### config.mk
export PLATFORM = sky130hd
export DESIGN_NAME = page_perm_check
export DESIGN_NICKNAME = d
export VERILOG_FILES = /design/src/rtl/page_perm_pkg.sv /design/src/rtl/pe_authority.sv /design/src/rtl/pe_verdict.sv /design/src/rtl/pe_refchg.sv /design/src/rtl/page_perm_check.sv
export SDC_FILE = /design/constraint.sdc
export NUM_CORES = 1
export LEC_CHECK = 0
export ABC_AREA = 1
export BUFFER_PORTS_ARGS = -buffer_cell sky130_fd_sc_hd__buf_2
export CORE_AREA = 2 2 39 41
export DETAILED_ROUTE_END_ITERATION = 7
export DIE_AREA = 0 0 41 43
export PLACE_DENSITY = 0.83
export SLEW_MARGIN = 0
export SYNTH_ARGS = -nofsm -noshare
export SYNTH_HDL_FRONTEND = slang
export SYNTH_SLANG_ARGS = --single-unit
### constraint.sdc
create_clock -name vclk -period 1.2
set_clock_uncertainty 0.05 [all_clocks]
set_input_delay 0.24 -clock vclk [all_inputs]
set_output_delay 0.24 -clock vclk [all_outputs]
set_load 0.005 [all_outputs]
### src/rtl/page_perm_pkg.sv
// Shared definitions for the page entry permission checker: access kinds,
// right and cause bit positions, and entry field positions.
package page_perm_pkg;

    typedef enum logic [1:0] {
        ACC_LOAD  = 2'd0,
        ACC_STORE = 2'd1,
        ACC_FETCH = 2'd2,
        ACC_RSVD  = 2'd3
    } acc_e;

    // Rights vector layout
    localparam int RIGHT_W = 3;
    localparam int RT_RD   = 0;
    localparam int RT_WR   = 1;
    localparam int RT_EX   = 2;

    // Cause vector layout
    localparam int CAUSE_W  = 3;
    localparam int CS_GUARD = 0;
    localparam int CS_PROT  = 1;
    localparam int CS_STORE = 2;

    // Entry field positions
    localparam int PB_EX     = 0;
    localparam int PB_RW     = 1;
    localparam int PB_RD     = 2;
    localparam int PB_PRIV   = 3;
    localparam int PB_ATT_LO = 4;
    localparam int PB_ATT_HI = 5;
    localparam int PB_CHG    = 7;
    localparam int PB_REF    = 8;
    localparam int AUTH_W    = PB_PRIV + 1;
    localparam int ATT_W     = PB_ATT_HI - PB_ATT_LO + 1;
    localparam logic [ATT_W-1:0] ATT_NIIO = 2'b10;

    // One-hot right needed by an access kind; the reserved code acts as a load.
    function automatic logic [RIGHT_W-1:0] needed_right(input logic [1:0] acc);
        logic [RIGHT_W-1:0] n;
        n = '0;
        case (acc)
            ACC_STORE: n[RT_WR] = 1'b1;
            ACC_FETCH: n[RT_EX] = 1'b1;
            default:   n[RT_RD] = 1'b1;
        endcase
        return n;
    endfunction

endpackage

### src/rtl/pe_authority.sv
// Rights combiner.
// Turns the four authority bits of a leaf entry into a read/write/execute
// set and applies the privilege, stage and authority-mask rules.
// Assumes: purely combinational, no clock or reset; mask bits are deny bits.
module pe_authority
    import page_perm_pkg::*;
(
    input  logic [AUTH_W-1:0]  auth_i,
    input  logic               prob_i,
    input  logic               stage2_i,
    input  logic [1:0]         dmask_i,
    input  logic               imask_i,
    output logic [RIGHT_W-1:0] grant_o
);

    logic [RIGHT_W-1:0] base_rights;
    logic [RIGHT_W-1:0] deny_bits;
    logic               priv_page;
    logic               lock_out;
    logic               use_mask;

    // Decode the encoded authority into plain rights.
    always_comb begin
        base_rights        = '0;
        base_rights[RT_RD] = auth_i[PB_RD] | auth_i[PB_RW];
        base_rights[RT_WR] = auth_i[PB_RW];
        base_rights[RT_EX] = auth_i[PB_EX];
    end

    // Select which of the three combination rules applies.
    always_comb begin
        priv_page = auth_i[PB_PRIV];
        lock_out  = !stage2_i && prob_i && priv_page;
        use_mask  = !stage2_i && !prob_i && !priv_page;
    end

    // Gather mask deny bits in rights order.
    always_comb begin
        deny_bits        = '0;
        deny_bits[RT_RD] = dmask_i[0];
        deny_bits[RT_WR] = dmask_i[1];
        deny_bits[RT_EX] = imask_i;
    end

    // Per-right gating: lock-out clears, the mask removes denied rights.
    for (genvar g = 0; g < RIGHT_W; g++) begin : g_right
        assign grant_o[g] = base_rights[g] & !lock_out & !(use_mask & deny_bits[g]);
    end

    // Check the privileged-page lock-out and the mask-independence rule.
    always_comb begin
        if (!stage2_i && prob_i && auth_i[PB_PRIV]) begin
            AST_PRIV_LOCKOUT: assert (grant_o == '0)
                else $error("privileged page open to problem state");
        end
        if (stage2_i || prob_i || auth_i[PB_PRIV]) begin
            if (!(!stage2_i && prob_i && auth_i[PB_PRIV])) begin
                AST_NO_MASK_EFFECT: assert (grant_o[RT_WR] == auth_i[PB_RW])
                    else $error("mask altered write right");
            end
        end
        AST_WRITE_NEEDS_ENC: assert (!grant_o[RT_WR] || auth_i[PB_RW])
            else $error("write granted without write authority");
    end

endmodule

### src/rtl/pe_verdict.sv
// Fault decision and cause encoder.
// Compares the needed right with the granted set, folds in the guarded
// attribute for fetches, and forms the cause vector.
// Assumes: purely combinational; the reserved access code is a load.
module pe_verdict
    import page_perm_pkg::*;
(
    input  logic [1:0]         acc_i,
    input  logic [RIGHT_W-1:0] grant_i,
    input  logic               guard_attr_i,
    output logic               fault_o,
    output logic [CAUSE_W-1:0] cause_o
);

    logic [RIGHT_W-1:0] need;
    logic               is_fetch;
    logic               is_store;
    logic               denied;

    // Classify the access and test its right.
    always_comb begin
        need     = needed_right(acc_i);
        is_fetch = (acc_i == ACC_FETCH);
        is_store = (acc_i == ACC_STORE);
        denied   = ~|(need & grant_i);
    end

    // Combine the attribute and rights outcomes into the verdict.
    always_comb begin
        fault_o           = (guard_attr_i && is_fetch) || denied;
        cause_o           = '0;
        cause_o[CS_GUARD] = fault_o && is_fetch;
        cause_o[CS_PROT]  = fault_o && !is_fetch;
        cause_o[CS_STORE] = fault_o && is_store;
    end

    // Cause vector consistency with the fault flag and access kind.
    always_comb begin
        AST_CAUSE_ONLY_ON_FAULT: assert (fault_o || cause_o == '0)
            else $error("cause set without fault");
        AST_FAULT_HAS_CAUSE: assert (!fault_o || cause_o != '0)
            else $error("fault without cause");
        AST_STORE_FLAG_KIND: assert (!cause_o[CS_STORE] || acc_i == ACC_STORE)
            else $error("store flag on non-store");
        AST_ONE_KIND_BIT: assert ($onehot0(cause_o[CS_PROT:CS_GUARD]))
            else $error("guarded and protection both set");
    end

endmodule

### src/rtl/pe_refchg.sv
// Referenced/changed bit sufficiency test.
// Reports whether the entry's referenced and changed bits must be updated
// before the access may complete.
// Assumes: purely combinational; independent of the rights outcome.
module pe_refchg
    import page_perm_pkg::*;
(
    input  logic [1:0] acc_i,
    input  logic       ref_i,
    input  logic       chg_i,
    output logic       rc_upd_o
);

    // A store needs both bits; every other access needs only referenced.
    always_comb begin
        if (acc_i == ACC_STORE) rc_upd_o = !(ref_i && chg_i);
        else                    rc_upd_o = !ref_i;
    end

    // No update is ever reported unnecessary while referenced is clear.
    always_comb begin
        AST_REF_REQUIRED: assert (rc_upd_o || ref_i)
            else $error("update skipped with referenced clear");
    end

endmodule

### src/rtl/page_perm_check.sv
// Page entry permission and referenced/changed checker (top).
// Splits the leaf entry into its fields, computes granted rights, the
// fault verdict and the R/C update need.
// Assumes: purely combinational, no internal state; PTE_W > 9.
module page_perm_check
    import page_perm_pkg::*;
#(
    parameter int PTE_W = 64
) (
    input  logic [PTE_W-1:0]   pte_i,
    input  logic [1:0]         acc_i,
    input  logic               prob_i,
    input  logic               stage2_i,
    input  logic [1:0]         dmask_i,
    input  logic               imask_i,
    output logic [RIGHT_W-1:0] grant_o,
    output logic               fault_o,
    output logic [CAUSE_W-1:0] cause_o,
    output logic               rc_upd_o
);

    localparam int HIGH_LO = PB_REF + 1;

    logic [AUTH_W-1:0] auth;
    logic [ATT_W-1:0]  attr;
    logic              guard_attr;
    logic              unused_pte;

    // Extract the entry fields used by the checks.
    always_comb begin
        auth       = pte_i[AUTH_W-1:0];
        attr       = pte_i[PB_ATT_HI:PB_ATT_LO];
        guard_attr = (attr == ATT_NIIO);
    end

    // Fields of the entry that play no part in the checks.
    assign unused_pte = ^{pte_i[PTE_W-1:HIGH_LO], pte_i[PB_CHG-1]};

    pe_authority u_auth (
        .auth_i   (auth),
        .prob_i   (prob_i),
        .stage2_i (stage2_i),
        .dmask_i  (dmask_i),
        .imask_i  (imask_i),
        .grant_o  (grant_o)
    );

    pe_verdict u_verdict (
        .acc_i        (acc_i),
        .grant_i      (grant_o),
        .guard_attr_i (guard_attr),
        .fault_o      (fault_o),
        .cause_o      (cause_o)
    );

    pe_refchg u_rc (
        .acc_i    (acc_i),
        .ref_i    (pte_i[PB_REF]),
        .chg_i    (pte_i[PB_CHG]),
        .rc_upd_o (rc_upd_o)
    );

    // Guarded-attribute fetches always fault as guarded.
    always_comb begin
        if (pte_i[PB_ATT_HI:PB_ATT_LO] == ATT_NIIO && acc_i == ACC_FETCH) begin
            AST_GUARD_FETCH: assert (fault_o && cause_o[CS_GUARD])
                else $error("guarded fetch did not fault");
        end
    end

endmodule

Yosys cells after proc, flatten, opt, wreduce, memory -nomap -nowiden
Cells that the tools add are included.
Widths: inputs -> output; s select.

operators by class
  equal/unequal tests = 3
  multiplexer cells = 4
  bitwise operators = 11
  reduce and logical (&&, ||, !) cells = 23

operators with widths
  kind                count
  $logic_not 1->1     11
  $and 1x1->1         9
  $logic_and 1x1->1   9
  $eq 2x2->1 const B  2
  $mux 1              4
  $and 3x3->3         1
  $reduce_or 3->1     1
  $eq 2x1->1 const B  1
  $reduce_or 2->1     1
  $logic_or 1x1->1    1
  $or 1x1->1          1

storage, ports and cells
  flip-flop bits (word level) = 0
  input port bits = 71
  output and inout port bits = 8
  word-level logic and storage cells = 41

Logic depth before layout (Yosys ltp)
Gate-level depths: netlist (run 1).

  depth in word-level cells = 11
  depth in mapped cells = 6
  mapped depth without buffers = 6

By module
Synthesis (run 1) repeated with hierarchy kept, for this count alone.

second synthesis, totals
  cell total of the unflattened synthesis = 38
  area total of the unflattened synthesis = 176.4 um^2

modules (own cells, without submodules)
  module           instances  cells each  area each (um^2)  seq. area each (um^2)
  pe_verdict       1          15          82.6              0.0
  pe_authority     1          17          67.6              0.0
  pe_refchg        1          4           16.3              0.0
  page_perm_check  1          2           10.0              0.0

Worst setup path after synthesis (run 1)
OpenSTA, ideal clock, no wires.

  kind = in2out
  from = input port acc_i[0]
  to = output port cause_o[0]
  data arrival time = 876 ps
  data required time = 910 ps
  path slack = 34 ps
  stages on the path = 5
  buffers on the path = 0
  cells stage by stage = inv_1 > ha_1 > nand3_1 > nand3_2 > a21oi_1

on the way
  cells in the longest elaborated chain, start to end = 8
  elaborated cells between the ends (all ways) = 12
  classes of those cells = eq/ne: 2; mux: 3; bitwise: 1; reduce/logical: 6

ends and longest elaborated chain
  item                                      line                                   RTL
  start: declaration                        page_perm_check.sv:11                  input logic [1:0] acc_i,
  $eq 2x1->1 or $eq 2x2->1 (tied branches)  page_perm_pkg.sv:41, pe_verdict.sv:23
  $reduce_or 2->1 (no source line)          n/a
  $mux 1                                    page_perm_pkg.sv:41                    case (acc)
  $and 3x3->3                               pe_verdict.sv:25                       denied = ~|(need & grant_i);
  $reduce_or 3->1                           pe_verdict.sv:25
  $logic_not 1->1                           pe_verdict.sv:25
  $logic_or 1x1->1                          pe_verdict.sv:30                       fault_o = (guard_attr_i && is_fetch) || denied;
  $logic_and 1x1->1 *                       pe_verdict.sv:32                       cause_o[CS_GUARD] = fault_o && is_fetch;
  end: declaration                          page_perm_check.sv:18                  output logic [CAUSE_W-1:0] cause_o,

Every way passes the cells marked *; elsewhere a longest branch is shown, timed or not.

Worst setup path after layout (run 1)
  from = input port pte_i[3]
  to = output port cause_o[2]

on the way
  cells in the longest elaborated chain, start to end = 10
  elaborated cells between the ends (all ways) = 21
  classes of those cells = bitwise: 10; reduce/logical: 11

ends and longest elaborated chain
  item                 line                   RTL
  start: declaration   page_perm_check.sv:10  input logic [PTE_W-1:0] pte_i,
  $logic_not 1->1      pe_authority.sv:34     use_mask = !stage2_i && !prob_i && !priv_page;
  $logic_and 1x1->1    pe_authority.sv:34
  $and 1x1->1          pe_authority.sv:47     assign grant_o[g] = base_rights[g] & !lock_out & !(use_mask & deny_bits[g]);
  $logic_not 1->1      pe_authority.sv:47
  $and 1x1->1          pe_authority.sv:47
  $and 3x3->3 *        pe_verdict.sv:25
  $reduce_or 3->1 *    pe_verdict.sv:25
  $logic_not 1->1 *    pe_verdict.sv:25
  $logic_or 1x1->1 *   pe_verdict.sv:30
  $logic_and 1x1->1 *  pe_verdict.sv:34       cause_o[CS_STORE] = fault_o && is_store;

Marks and branches as above.

==> summary.txt, run 1 <==
Run status
  • Run status: finished with violations
  • Failing checks: setup timing

Power and ir drop
  • Leakage Power: 0.210 nW
  • PwrDens: 349 mW/mm^2
  • VDD IR-drop max: ~0.10 mV

GRT
  • Pin count of the biggest net entering global routing: 5
  • Overall Global Routing Usage: 0.0889
  • Met2 Use GR: 0.184
  • Gr busiest metal: met2
  • Remaining Overflow, GRT: 0
  • Vias in the first global route: ~320
  • Initial antenna violation count: 0
  • First-pass GRT wire length: 1160 microns
  • Grt met3 use: 0
  • Routing usage on met1: 0.0918

Die
  • Core area: between 0.001 and 0.0015 sq mm
  • IO Pins: 79
  • DIE AREA: between 0.0015 and 0.002 sq mm
  • Chip Height: 43 microns
  • DIE WIDTH: approximately 40 microns
  • Site Rows: 14
  • Starting Density: 0.123

Final layout
  • Seq. cell area: 0 sq um
  • ANT cells: 0
  • Area growth from synthesis to layout: 154%
  • Finished Layout Cells: 73
  • Nets: approximately 130
  • Cell area after layout: approximately 430 sq um
  • Layout cells sized above 1: 0.772
  • Most common cell after layout, fill and taps aside: buf_2
  • Multi-input logic area: roughly 230 sq um
  • Clock buffers: 0
  • FFs & Latches: 0
  • Highest-count cells in the layout ignoring fill and taps: buf_2 (19), inv_2 (4), buf_6 (4)
  • Fillers: between 150 and 200

Critical path
  • Crit path arrival time: approximately 1.0 ns
  • Worst Path Max Fanout: 4
  • Kind of critical path: input pin to primary output
  • CP startpoint kind: input pin
  • Critical Path RT: 0.91 ns
  • CP Capture Type: primary output

STA
  • Final setup viols: 4
  • RSZ-0062 raised after global routing: true
  • Min Tclk post-route: 1.32 ns
  • Slew Viols, Final: 0
  • Least-Margin Pin Slew: 0.168 ns
  • Final Hold Vio Count: 0
  • Worst Slack Setup Final: -0.122 ns
  • Max-Slew Margin vs Limit: 0.888
  • Final period util: 1.10
  • Final TNS setup: -0.402 ns
  • Fmax: between 700 and 800 MHz

Route
  • DRC violation count after routing: 0
  • Per-cell routed wire length: ~10 microns
  • Vias: 300
  • Post-route antenna net violation count: 0
  • DRT iter0 DRCs: 3
  • Vias per cell: 4.11
  • Pre-antenna DRT Iters: 2
  • Total Wirelength: between 700 and 800 microns

Logic synthesis
  • Mapped Area: between 150 and 200 sq um
  • Synth Area in Compound Gates: 0.0882
  • Post-synth cell types: 13
  • Synth Area in Adders: 0.147
  • Synth area leader: nand3_1
  • Synth Warn #: 0
  • Synth Area in Simple Gates: 0.632
  • Area share of the largest cell type after synthesis: 0.176
  • Synth Area in XOR/XNOR: 0
  • Largest family of logic cells by synthesized area: simple AND/OR/NAND/NOR gates
  • Largest cells by area after synthesis: nand3_1 (18%), ha_1 (15%), inv_1 (13%)
  • Syn nets: around 110
  • Syn_area_per_cell: roughly 5.3 sq um
  • Post-synthesis instance total: 32
  • Post-synthesis sequential area ratio: 0
  • Mux cell area share after synthesis: 0

Worst hold path
  • Min-delay worst type: input pin to primary output

Run
  • Max_cap viols: 0

Placed design
  • HPWL reported at the end of detailed placement: around 550 microns
  • Routability cong.: slightly above 0.7
  • Placed cell count: 73
  • Port bufs: 23
  • Cell Area, Placed: 320 sq um

Clocking
  • Post-CTS setup buffer count: 0
  • Hold_buf cts: 0
## where the power goes
| group | switching [mW] | leakage (nW) | total, mW | internal (mW) |
|---|---|---|---|---|
| Sequential | 0 | 0 | 0 | 0 |
| Clock | 0 | 0 | 0 | 0 |
| Combinational | 0.0700 | 0.210 | 0.150 | 0.0805 |
| Total | 0.0700 | 0.210 | 0.150 | 0.0805 |
## worst max-delay path: stages
cell and delay [ns]:
buf_8 0.10, nor2_4 0.12, nand3_1 0.11, nand3_2 0.11
nand3_4 0.09, a21oi_2 0.13, buf_2 0.12
## cells in the mapped netlist
cell type  number
and2_2          1
o21ai_0         1
inv_1           6
a21oi_1         2
nand2_1         3
nand3_1         6
and2_1          1
nand3_2         1
nor2_1          6
ha_1            2
nor2_2          1
nand3b_1        1
nand4_1         1
## metal layers
metal,wire (microns),part of all wire
met1,258,0.35
met2,419,0.58
met3,50,0.069
met4,0,0
met5,0,0
## area by class of cell
type / count / area share
timing repair buffer: 25 / 0.377
inverter: 6 / 0.0522
multi-input combinational: 26 / 0.525
tap: 16 / 0.0464
## logic make-up after synthesis
logic type      count (synthesis)
simple gates                   21
buf+inv                         6
compound gates                  3
fa+ha+maj                       2
## metrics by stage
stage	hold WS (ns)	util	setup slack, ns	power [mW]
after floorplan	0.501	-	0.0337	0.0475
after global placement	0.675	0.231	-0.189	0.105
after detailed placement	0.685	0.231	-0.234	0.108
after CTS	0.666	0.309	-0.134	0.149
after global routing	0.683	0.312	-0.177	0.167
final	0.668	0.312	-0.122	0.150
## timing repair
item                                    4_1_cts  5_1_grt
pin swaps                                    11        3
gates resized for setup                      29        1
endpoints found under the setup margin        7        7
gates cloned                                  0        0
## path summary, 6_finish.rpt
| kind | slack (ns) | start | to | depth (start not counted) |
|---|---|---|---|---|
| max | -0.12 | pte_i[3] | cause_o[2] | 7 |
| min | 0.67 | pte_i[8] | rc_upd_o | 3 |
(Power assumes the default switching activity.)
==> inputs of run 2 (changes only) <==
Settings changed: PLACE_DENSITY 0.83 to unset, PLACE_DENSITY_LB_ADDON set to 0.05.
==> summary.txt, run 2 (synthesis gave the netlist of run 1 again) <==
Run status
  • Run status: finished with violations (unchanged)
  • Failing checks: setup timing (unchanged)

Final layout
  • FFs & Latches: 0 (unchanged)
  • Seq. cell area: 0 sq um (unchanged)
  • Most common cell after layout, fill and taps aside: buf_2 (unchanged)
  • ANT cells: 0 (unchanged)
  • Layout cells sized above 1: 0.783 (was 0.772)
  • Area growth from synthesis to layout: 158% (was 154%)
  • Highest-count cells in the layout ignoring fill and taps: buf_2 (21), nand3_2 (5), buf_4 (5), nor2_1 (4) (was buf_2 (19), inv_2 (4), buf_6 (4))
  • Nets: 135 (was 132)
  • Final core occ: 0.317 (was 0.312)
  • Clock buffers: 0 (unchanged)

Die
  • DIE AREA: 0.00176 sq mm (unchanged)
  • Starting Density: 0.123 (unchanged)
  • IO Pins: 79 (unchanged)
  • Core area: 0.00138 sq mm (unchanged)
  • Chip Height: 43 microns (unchanged)
  • DIE WIDTH: 41 microns (unchanged)
  • Site Rows: 14 (unchanged)

Critical path
  • CP startpoint kind: input pin (unchanged)
  • CP Capture Type: primary output (unchanged)
  • Kind of critical path: input pin to primary output (unchanged)
  • Crit path cell chain: buf_8 > nor2_4 > nand3_2 > nand4_1 > nand3_4 > a21oi_2 > buf_2 (was buf_8 > nor2_4 > nand3_1 > nand3_2 > nand3_4 > a21oi_2 > buf_2)
  • Worst Path Max Fanout: 4 (unchanged)
  • CP startpoint: prob_i (was pte_i[3])
  • Critical Path RT: 0.91 ns (about the same)
  • Crit path arrival time: 1.06 ns (was 1.03 ns)
  • Largest stage delay, worst path: 0.14 ns (was 0.13 ns)
  • Crit-path slowest cell: nor2_4 (was a21oi_2)

Route
  • Vias per cell: 4.01 (was 4.11)
  • Vias: 305 (was 300)
  • Post-route antenna net violation count: 0 (unchanged)
  • Per-cell routed wire length: 8.67 microns (was 9.97 microns)
  • Pre-antenna DRT Iters: 2 (unchanged)
  • Total Wirelength: 659 microns (was 728 microns)
  • DRT iter0 DRCs: 2 (was 3)
  • DRC violation count after routing: 0 (unchanged)

Placed design
  • Pre-CTS WS: -0.243 ns (was -0.234 ns)
  • Port bufs: 23 (unchanged)
  • Routability cong.: 0.649 (was 0.706)
  • HPWL reported at the end of detailed placement: 539 microns (was 547 microns)

STA
  • Min Tclk post-route: 1.35 ns (was 1.32 ns)
  • Final period util: 1.13 (was 1.10)
  • Max-Slew Margin vs Limit: 0.885 (was 0.888)
  • Final setup viols: 6 (was 4)
  • RSZ-0062 raised after global routing: true (unchanged)
  • Final TNS setup: -0.623 ns (was -0.402 ns)
  • Least-Margin Pin Slew: 0.172 ns (was 0.168 ns)
  • Fmax: 740 MHz (was 756 MHz)
  • Final Hold Vio Count: 0 (unchanged)
  • Hold slack: 0.661 ns (was 0.668 ns)
  • Worst Slack Setup Final: -0.152 ns (was -0.122 ns)
  • Slew Viols, Final: 0 (unchanged)

Power and ir drop
  • Sw frac: 0.454 (was 0.465)
  • VDD IR-drop max: 0.0941 mV (was 0.102 mV)
  • Sequential Power Share: 0 (about the same)
  • Clock share of power: 0 (about the same)
  • PwrDens: 341 mW/mm^2 (was 349 mW/mm^2)
  • Comb pwr share: 1.000 (about the same)
  • NetSw: 0.0680 mW (was 0.0700 mW)
  • Internal power: 0.0817 mW (was 0.0805 mW)
  • Leakage Power: 0.219 nW (was 0.210 nW)
  • Final Power: 0.150 mW (about the same)

GRT
  • Pin count of the biggest net entering global routing: 5 (unchanged)
  • First-pass GRT wire length: 1020 microns (was 1160 microns)
  • Overall Global Routing Usage: 0.0779 (was 0.0889)
  • Remaining Overflow, GRT: 0 (unchanged)
  • Initial antenna violation count: 0 (unchanged)
  • Vias in the first global route: 277 (was 316)

Run
  • Max_cap viols: 0 (unchanged)

Worst hold path
  • Min-delay src: pte_i[8] (unchanged)
  • Min-delay worst type: input pin to primary output (unchanged)

Clocking
  • Hold_buf cts: 0 (unchanged)
run 2: area by class of cell:
cell class	count	area, sq um
tap	16	20.0
inverter	6	22.5
fill	178	945
multi-input combinational	26	224
timing repair buffer	28	173
run 2: metal layers:
layer  track usage  routed length [microns]  up-vias
met1        0.0949                      260      132
met2         0.150                      349       13
met5             0                        0        -
met4             0                        0        0
li1              -                        -      160
met3             0                       49        0
run 2: critical path: cells and delay by family:
family          cells  cell delay (ns)
simple gates        4             0.46
buf+inv             2             0.22
compound gates      1             0.14
run 2: per-stage QoR:
stage,instance area [sq um],std cells
after floorplan,170,32
after global placement,335,75
after detailed placement,335,75
after CTS,413,76
after global routing,439,76
final,439,76
run 2: power groups by stage:
stage	Combinational [mW]	Sequential (mW)	Clock, mW
floorplan	0.0475	0	0
global placement	0.112	0	0
detailed placement	0.111	0	0
CTS	0.138	0	0
global route	0.167	0	0
finish	0.150	0	0
run 2: what timing repair did:
action | 4_1_cts | 5_1_grt
setup endpoints to repair | 8 | 7
pin swaps | 8 | 5
resized for setup | 21 | 7
setup buffers | 1 | 0
run 2: worst paths after layout:
| kind | endpoint | slack [ns] | depth (start not counted) |
|---|---|---|---|
| setup / recovery | cause_o[0] | -0.15 | 7 |
| hold / removal | rc_upd_o | 0.66 | 3 |
